<file path="config.mk">
export PLATFORM = sky130hd
export DESIGN_NAME = txpkt_loader
export DESIGN_NICKNAME = d
export VERILOG_FILES = /design/src/rtl/txpkt_pkg.sv /design/src/rtl/txpkt_gate.sv /design/src/rtl/txpkt_eop_watch.sv /design/src/rtl/txpkt_loader.sv
export SDC_FILE = /design/constraint.sdc
export NUM_CORES = 1
export LEC_CHECK = 0
export BUFFER_PORTS_ARGS = -buffer_cell sky130_fd_sc_hd__buf_2
export CAP_MARGIN = 10
export CORE_MARGIN = 2
export CORE_UTILIZATION = 45
export CTS_CLUSTER_SIZE = 10
export DETAILED_ROUTE_END_ITERATION = 10
export HOLD_SLACK_MARGIN = 0.08
export PLACE_DENSITY_LB_ADDON = 0.05
export SETUP_SLACK_MARGIN = 0.2
export SYNTH_ARGS = -nofsm -noshare
export SYNTH_HDL_FRONTEND = slang
export SYNTH_SLANG_ARGS = --single-unit
</file>
<file path="constraint.sdc">
create_clock -name clk -period 3.75 [get_ports clk]
set_input_delay 0.75 -clock clk [delete_from_list [all_inputs] [get_ports clk]]
set_output_delay 0.75 -clock clk [all_outputs]
set_load 0.03 [all_outputs]
</file>
<file path="src/rtl/txpkt_pkg.sv">
package txpkt_pkg;

    typedef enum logic [1:0] {
        OP_CHAN  = 2'd0,
        OP_POWER = 2'd1,
        OP_LOAD  = 2'd2,
        OP_SEND  = 2'd3
    } op_e;

    typedef enum logic [1:0] {
        ST_OK      = 2'd0,
        ST_DENIED  = 2'd1,
        ST_TIMEOUT = 2'd2
    } rsp_e;

    typedef enum logic [3:0] {
        S_IDLE,
        S_REG_HDR,
        S_REG_DATA,
        S_LD_HDR,
        S_LD_LEN,
        S_LD_PAY,
        S_STRB_TX,
        S_WAIT_EOP,
        S_STRB_IDLE,
        S_RESP
    } state_e;

    // Radio register map entries the loader touches
    localparam logic [7:0] A_CHAN     = 8'h0A;
    localparam logic [7:0] A_FRONT_TX = 8'h22;
    localparam logic [7:0] A_FIFO     = 8'h3F;
    localparam logic [7:0] BURST_WR   = 8'h40;
    localparam logic [7:0] CMD_TX     = 8'h35;
    localparam logic [7:0] CMD_IDLE   = 8'h36;

    typedef struct packed {
        logic       valid;
        logic       first;
        logic       last;
        logic [7:0] data;
    } spi_beat_t;

    function automatic logic [7:0] cap_len(input logic [7:0] size, input logic [7:0] lim);
        return (size > lim) ? lim : size;
    endfunction

    function automatic logic [7:0] pwr_field(input logic [7:0] lvl, input logic [7:0] base);
        return (lvl - 8'd1) | base;
    endfunction

endpackage

</file>
<file path="src/rtl/txpkt_gate.sv">
module txpkt_gate
    import txpkt_pkg::*;
#(
    parameter int         CHAN_MIN   = 1,
    parameter int         CHAN_MAX   = 40,
    parameter int         PWR_MAX    = 10,
    parameter logic [7:0] FRONT_BASE = 8'hC0
) (
    input  logic       clk,
    input  logic       rst,
    input  logic       chan_we,
    input  logic       pwr_we,
    input  logic [7:0] arg,
    output logic       rx_only,
    output logic       pwr_zero,
    output logic [7:0] pwr_code
);
    localparam logic [7:0] LO  = 8'(CHAN_MIN);
    localparam logic [7:0] HI  = 8'(CHAN_MAX);
    localparam logic [7:0] PMX = 8'(PWR_MAX);

    logic [7:0] lvl;
    logic       chan_ok;

    always_comb begin
        lvl      = (arg > PMX) ? PMX : arg;
        pwr_zero = (lvl == 8'd0);
        pwr_code = pwr_field(lvl, FRONT_BASE);
        chan_ok  = (arg >= LO) && (arg <= HI);
    end

    always_ff @(posedge clk) begin
        if (rst)
            rx_only <= 1'b1;
        else if (chan_we)
            rx_only <= !chan_ok;
        else if (pwr_we)
            rx_only <= pwr_zero;
    end
endmodule

</file>
<file path="src/rtl/txpkt_eop_watch.sv">
module txpkt_eop_watch #(
    parameter int SYNC_STAGES = 2,
    parameter int TIMEOUT_CYC = 1000
) (
    input  logic clk,
    input  logic rst,
    input  logic arm,
    input  logic pin,
    output logic fall,
    output logic expired
);
    localparam int CW = $clog2(TIMEOUT_CYC + 1);

    logic [SYNC_STAGES:0] sh;
    logic [CW-1:0]        cnt;

    genvar g;
    generate
        for (g = 0; g <= SYNC_STAGES; g++) begin : g_sync
            always_ff @(posedge clk) begin
                if (rst)
                    sh[g] <= 1'b0;
                else if (g == 0)
                    sh[g] <= pin;
                else
                    sh[g] <= sh[(g == 0) ? 0 : g - 1];
            end
        end
    endgenerate

    always_ff @(posedge clk) begin
        if (rst || !arm)
            cnt <= '0;
        else
            cnt <= cnt + 1'b1;
    end

    assign fall    = arm && sh[SYNC_STAGES] && !sh[SYNC_STAGES-1];
    assign expired = arm && !fall && (cnt == CW'(TIMEOUT_CYC - 1));
endmodule

</file>
<file path="src/rtl/txpkt_loader.sv">
module txpkt_loader
    import txpkt_pkg::*;
#(
    parameter int         CHAN_MIN    = 1,
    parameter int         CHAN_MAX    = 40,
    parameter int         PWR_MAX     = 10,
    parameter logic [7:0] FRONT_BASE  = 8'hC0,
    parameter int         MAX_PAYLOAD = 61,
    parameter int         SYNC_STAGES = 2,
    parameter int         TIMEOUT_CYC = 1000
) (
    input  logic       clk,
    input  logic       rst,
    input  logic       cmd_valid,
    output logic       cmd_ready,
    input  logic [1:0] cmd_op,
    input  logic [7:0] cmd_arg,
    input  logic       pay_valid,
    output logic       pay_ready,
    input  logic [7:0] pay_data,
    output logic       spi_valid,
    input  logic       spi_ready,
    output logic [7:0] spi_data,
    output logic       spi_first,
    output logic       spi_last,
    input  logic       eop_pin,
    output logic       rsp_valid,
    output logic [1:0] rsp_status,
    output logic       rx_only
);
    localparam logic [7:0] LEN_CAP = 8'(MAX_PAYLOAD);

    state_e     state;
    rsp_e       rsp_q;
    logic [7:0] reg_addr, reg_val, len_q, cnt_q;
    spi_beat_t  beat;
    op_e        op;
    logic       acc, fire, pwr_zero, eop_fall, eop_late;
    logic [7:0] pwr_code;

    assign op        = op_e'(cmd_op);
    assign cmd_ready = (state == S_IDLE);
    assign acc       = cmd_valid && cmd_ready;

    txpkt_gate #(
        .CHAN_MIN  (CHAN_MIN),
        .CHAN_MAX  (CHAN_MAX),
        .PWR_MAX   (PWR_MAX),
        .FRONT_BASE(FRONT_BASE)
    ) u_gate (
        .clk     (clk),
        .rst     (rst),
        .chan_we (acc && op == OP_CHAN),
        .pwr_we  (acc && op == OP_POWER),
        .arg     (cmd_arg),
        .rx_only (rx_only),
        .pwr_zero(pwr_zero),
        .pwr_code(pwr_code)
    );

    txpkt_eop_watch #(
        .SYNC_STAGES(SYNC_STAGES),
        .TIMEOUT_CYC(TIMEOUT_CYC)
    ) u_watch (
        .clk    (clk),
        .rst    (rst),
        .arm    (state == S_WAIT_EOP),
        .pin    (eop_pin),
        .fall   (eop_fall),
        .expired(eop_late)
    );

    // Byte presented to the SPI transaction master in each state
    always_comb begin
        beat = '0;
        unique case (state)
            S_REG_HDR:   beat = '{valid: 1'b1, first: 1'b1, last: 1'b0, data: reg_addr};
            S_REG_DATA:  beat = '{valid: 1'b1, first: 1'b0, last: 1'b1, data: reg_val};
            S_LD_HDR:    beat = '{valid: 1'b1, first: 1'b1, last: 1'b0, data: A_FIFO | BURST_WR};
            S_LD_LEN:    beat = '{valid: 1'b1, first: 1'b0, last: (len_q == 8'd0), data: len_q};
            S_LD_PAY:    beat = '{valid: pay_valid, first: 1'b0,
                                  last: (cnt_q == len_q - 8'd1), data: pay_data};
            S_STRB_TX:   beat = '{valid: 1'b1, first: 1'b1, last: 1'b1, data: CMD_TX};
            S_STRB_IDLE: beat = '{valid: 1'b1, first: 1'b1, last: 1'b1, data: CMD_IDLE};
            default:     beat = '0;
        endcase
    end

    assign spi_valid  = beat.valid;
    assign spi_first  = beat.first;
    assign spi_last   = beat.last;
    assign spi_data   = beat.data;
    assign fire       = beat.valid && spi_ready;
    assign pay_ready  = (state == S_LD_PAY) && spi_ready;
    assign rsp_valid  = (state == S_RESP);
    assign rsp_status = rsp_q;

    always_ff @(posedge clk) begin
        if (rst) begin
            state    <= S_IDLE;
            rsp_q    <= ST_OK;
            reg_addr <= '0;
            reg_val  <= '0;
            len_q    <= '0;
            cnt_q    <= '0;
        end else begin
            unique case (state)
                S_IDLE: if (acc) begin
                    rsp_q <= ST_OK;
                    unique case (op)
                        OP_CHAN: begin
                            reg_addr <= A_CHAN;
                            reg_val  <= cmd_arg;
                            state    <= S_REG_HDR;
                        end
                        OP_POWER: begin
                            if (pwr_zero) begin
                                state <= S_RESP;
                            end else begin
                                reg_addr <= A_FRONT_TX;
                                reg_val  <= pwr_code;
                                state    <= S_REG_HDR;
                            end
                        end
                        OP_LOAD: begin
                            if (rx_only) begin
                                rsp_q <= ST_DENIED;
                                state <= S_RESP;
                            end else begin
                                len_q <= cap_len(cmd_arg, LEN_CAP);
                                cnt_q <= '0;
                                state <= S_LD_HDR;
                            end
                        end
                        OP_SEND: begin
                            if (rx_only) begin
                                rsp_q <= ST_DENIED;
                                state <= S_RESP;
                            end else begin
                                state <= S_STRB_TX;
                            end
                        end
                        default: state <= S_IDLE;
                    endcase
                end
                S_REG_HDR:  if (fire) state <= S_REG_DATA;
                S_REG_DATA: if (fire) state <= S_RESP;
                S_LD_HDR:   if (fire) state <= S_LD_LEN;
                S_LD_LEN:   if (fire) state <= (len_q == 8'd0) ? S_RESP : S_LD_PAY;
                S_LD_PAY: if (fire) begin
                    cnt_q <= cnt_q + 8'd1;
                    if (cnt_q == len_q - 8'd1)
                        state <= S_RESP;
                end
                S_STRB_TX:  if (fire) state <= S_WAIT_EOP;
                S_WAIT_EOP: begin
                    if (eop_fall)
                        state <= S_RESP;
                    else if (eop_late)
                        state <= S_STRB_IDLE;
                end
                S_STRB_IDLE: if (fire) begin
                    rsp_q <= ST_TIMEOUT;
                    state <= S_RESP;
                end
                S_RESP:  state <= S_IDLE;
                default: state <= S_IDLE;
            endcase
        end
    end
endmodule

</file>
# Yosys cells after proc, flatten, opt, wreduce, memory -nomap -nowiden
# Cells that the tools add are included.
# totals
reg_bits	52
in_bits	24
out_inout_bits	17
# classes
addsub	4
magnitude_cmp	4
eq_ne	27
n_mux	35
bitwise	1
n_reduce_logical	30
# op_table
cell	n
$pmux 11 s7	1
$mux 8	8
$mux 4	14
$pmux 8 s2	3
$pmux 4 s8	1
$ne 2x2->1 const B	9
$eq 4x3->1 const B	4
$logic_not 8->1	2
$pmux 4 s4	1
$add 10x1->10 const B	1
$eq 10x10->1 const B	1
$logic_and 1x1->1	10
$reduce_and 9->1	1
$add 8x1->8 const B	1
$eq 4x2->1 const B	2
$eq 4x4->1 const B	2
$eq 8x8->1	1
$ge 8x1->1 const B	1
$gt 8x4->1 const B	1
$gt 8x6->1 const B	1
$le 8x6->1 const B	1
$reduce_and 4->1	2
$reduce_bool 2->1	4
$sub 8x1->8 const B	1
17 further kinds	28

# Longest topological paths before layout
# logic_depth
ltp_word	9
depth_mapped	9
ltp_nobuf	9

# Cells and area by module
# A second synthesis with hierarchy kept.
# unflattened
cells_unflattened	405
hier_area_um2	3049.2
# modules_own_cells
mod	instances	cells_each	area_each_um2	seq_area_each_um2
txpkt_loader	1	320	2297.2	660.6
txpkt_eop_watch	1	58	534.3	260.2
txpkt_gate	1	27	217.7	20.0

# Worst setup path after synthesis
# Ideal clock, no wire load.
# synth_path
path_type	register to output
start	register len_q[0]
end	output spi_last
arrival_ns	2.117
required_ns	3.000
path_slack_ns	0.883
stages_incl_launch_ff	9
cell_sequence	dfxtp_1 inv_1 ha_1 o21ba_2 a221oi_2 a41oi_1 nor4_1 a21oi_1 o32ai_1
# synth_between
elab_chain_len	3
elab_cells_between_ends	4
cone_classes	add/sub: 1; eq/ne: 1; mux: 1; reduce/logical: 1
# synth_rtl
item	line	source
from (decl)	txpkt_loader.sv:35	logic [7:0] reg_addr, reg_val, len_q, cnt_q;
from (signal assigned)	txpkt_loader.sv:130	len_q <= cap_len(cmd_arg, LEN_CAP);
$sub 8x1->8	txpkt_loader.sv:82	last: (cnt_q == len_q - 8'd1), data: pay_data};
$eq 8x8->1	txpkt_loader.sv:82	
$pmux 11 s7 *	txpkt_loader.sv:76	unique case (state)
to (decl)	txpkt_loader.sv:25	output logic spi_last,
# Mark *: on every way between the ends. The rest lies on a longest branch, timed or not.

# Final worst setup path
# Same ends and word-level chain as after synthesis.

==> results.sh <==
export IMPL_status="finished clean"
export IMPL_drt_initial_drc_count=179
export IMPL_ys_ff_latch=47
export IMPL_cts_buffers=5
export IMPL_io_pin_count=41
export IMPL_muxShareOfSynthArea_pct=1.02
export IMPL_final_hold_viol_count=0
export IMPL_crit_fanout=5
export IMPL_synth_avg_cell_area_sq_um=7.78
export IMPL_die_w_microns=85.0
export IMPL_final_cell_mix="61 x nor2_1, 47 x dfxtp_1, 39 x buf_2, 31 x nand2_1, 31 x a21oi_1"
export IMPL_dieArea_sq_um=7220
export IMPL_synth_xor_area_share_pct=7.42
export IMPL_crit_arrival_ns=2.60
export IMPL_slew_headroom_pct=56.2
export IMPL_setup_worst_path_class="flip-flop to primary output"
export IMPL_p_int_uw=950
export IMPL_hpwl_mm=6.07
export IMPL_p_leak_uw=0.00121
export IMPL_power_frac_comb_pct=47.6
export IMPL_num_rows=29
export IMPL_cp_data_required_time_ns=3.00
export IMPL_coreArea_sq_um=6350
export IMPL_ys_warn_count=0
export IMPL_yosysTopAreaCell="dfxtp_1"
export IMPL_start_util_pct=46.4
export IMPL_ir_worst_vdd_uv=327
export IMPL_maxCapViolCount=0
export IMPL_gp_congestion=0.837
export IMPL_fin_crit_sh_pct=89.3
export IMPL_worst_setup_path_start_kind="flip-flop"
export IMPL_netlist_area_sq_um=2950
export IMPL_tightest_slew_ns=0.649
export IMPL_finalSetupTns_ns=0
export IMPL_portBuffers=40
export IMPL_synth_cells=379
export IMPL_synth_top_family_by_area="simple AND/OR/NAND/NOR gates"
export IMPL_fin_skew_ns=0.00806
export IMPL_synthAdderAreaFrac_pct=2.55
export IMPL_overflow=0
export IMPL_dr_pass1_iters=4
export IMPL_n_antenna_cell=0
export IMPL_grt_usage_pct=22.9
export IMPL_yosys_area_top_type_share_pct=31.9
export IMPL_ant_nets=0
export IMPL_ys_types=56
export IMPL_area_delta_synth_final_pct=10.9
export IMPL_timing_fmax_ghz=0.299
export IMPL_synthTopCellsByArea="dfxtp_1 32%, nor2_1 7.8%, a21oi_1 5.3%"
export IMPL_antenna_found_initial=0
export IMPL_grt_pass1_vias=2600
export IMPL_cts_sinks=47
export IMPL_synth_edff_count=0
export IMPL_synth_compound_area_share_pct=24.4
export IMPL_grt_max_degree=34
export IMPL_die_h_microns=85.0
export IMPL_endpoint_kind="primary output"
export IMPL_wl_mm=8.08
export IMPL_swShare_pct=45.5
export IMPL_clockBufferDepth=2
export IMPL_grt_pass1_wl_mm=13.2
export IMPL_synth_simple_area_share_pct=28.2
export IMPL_post_drt_via_cell_ratio=5.80
export IMPL_num_vias=2827
export IMPL_pre_cts_ws_ns=0.541
export IMPL_worstHoldPathType="flip-flop to flip-flop"
export IMPL_synth_fp_nets=409
export IMPL_setup_ws_ns=0.402
export IMPL_ys_flop_type="dfxtp_1"
export IMPL_nNetsFinal=439
export IMPL_final_common_cell="nor2_1"
export IMPL_async_flop_share_pct=0
export IMPL_setup_viol=0
export IMPL_power_frac_seq_pct=34.7
export IMPL_cts_root_buf="clkbuf_8"
export IMPL_pwr_share_clk_pct=17.6
export IMPL_drv_slew=0
export IMPL_routedWlPerCell_microns=16.6
export IMPL_powerDensity_nw_per_um2=533
export IMPL_ys_seq_area_share_pct=31.9
export IMPL_remaining_drc_errors=0
export IMPL_rsz0062_at_grt="false"
export IMPL_tritoncts="yes"
export IMPL_clkSlewWorstSetupHoldPaths_ns=0.09
export IMPL_p_switching_uw=794
export IMPL_htreeDepth=2
export IMPL_clk_latency_ns=0.31
export IMPL_final_min_clock_period_ns=3.35
export IMPL_layout_drive_gt1_share_pct=16.1
==> sequential cells by signal (all words and copies together), names as in the netlist <==
name	cells
reg_addr	3
u_watch.cnt	10
len_q	8
cnt_q	8
rsp_status	2
u_gate.rx_only	1
reg_val	8
u_watch.sh	3
state	4
==> final timing paths <==
path / slack, ns / startpoint / to / depth (start not counted)
min: 0.46 / reg_val[3] / reg_val[3] / 2
max reg2reg: 1.18 / state[0] / reg_val[2] / 7
max: 0.40 / len_q[0] / spi_last / 9
min reg2reg: 0.46 / reg_val[3] / reg_val[3] / 2
==> power groups by stage <==
stage | Clock (uW) | Combinational (uW) | Sequential [uW]
CTS | 318 | 823 | 605
finish | 308 | 830 | 606
floorplan | 0 | 616 | 595
global route | 341 | 911 | 614
global placement | 0 | 816 | 616
detailed placement | 0 | 819 | 617
==> kinds of logic after synthesis <==
logic type,Yosys count
simple gates,166
mux,3
xor+xnor,25
compound gates,100
flops,47
buf+inv,32
fa+ha+maj,6
==> routing by layer <==
metal / share of wire (%) / track usage [%]
met3: 4.7 / 4.57
met4: 1.5 / 6.64
met5: 0 / 0
met2: 46 / 36.5
met1: 48 / 31.4
==> area by class of cell <==
type	count	area [sq um]
fill	647	3080
clock buffer	7	76.3
timing repair buffer	44	233
clock inverter	1	5.00
inverter	11	41.3
tap	77	96.3
multi-input combinational	300	1880
sequential	47	941
==> worst max-delay path: stages (launching register included) <==
cell and delay, ns:
dfxtp_1 0.44, inv_1 0.11, ha_1 0.27, o21ba_2 0.22
a221oi_2 0.26, a41oi_1 0.13, nor4_2 0.35, a21oi_1 0.10
o32ai_1 0.19, buf_4 0.23
==> synthesized netlist by cell type (all sizes together), types with 8 or more instances <==
master	instances
clkbuf	13
dfxtp	47
nor3	8
nand2	32
o22ai	8
o21ai	16
buf	8
nor2	61
nand3	21
nor2b	10
xor2	12
a21oi	31
inv	11
xnor2	13
==> through the flow <==
| stage | total power [uW] | instance area [sq um] | hold slack, ns | cells | util, % |
|---|---|---|---|---|---|
| 6_report | 1740 | 3270 | 0.462 | 487 | 51.5 |
| 5_1_grt | 1870 | 3270 | 0.488 | 487 | 51.5 |
| 3_5_place_dp | 1440 | 3180 | 0.449 | 479 | 50.1 |
| 3_3_place_gp | 1430 | 3180 | 0.444 | 479 | 50.1 |
| 2_1_floorplan | 1210 | 2950 | 0.414 | 379 | - |
| 4_1_cts | 1750 | 3260 | 0.461 | 487 | 51.4 |
==> timing repair <==
action,4_1_cts,5_1_grt
setup buffers,0,0
resized for setup,0,2
endpoints found under the setup margin,0,1
hold buffers,0,0
Note: power is estimated with default switching activity, not from simulation.
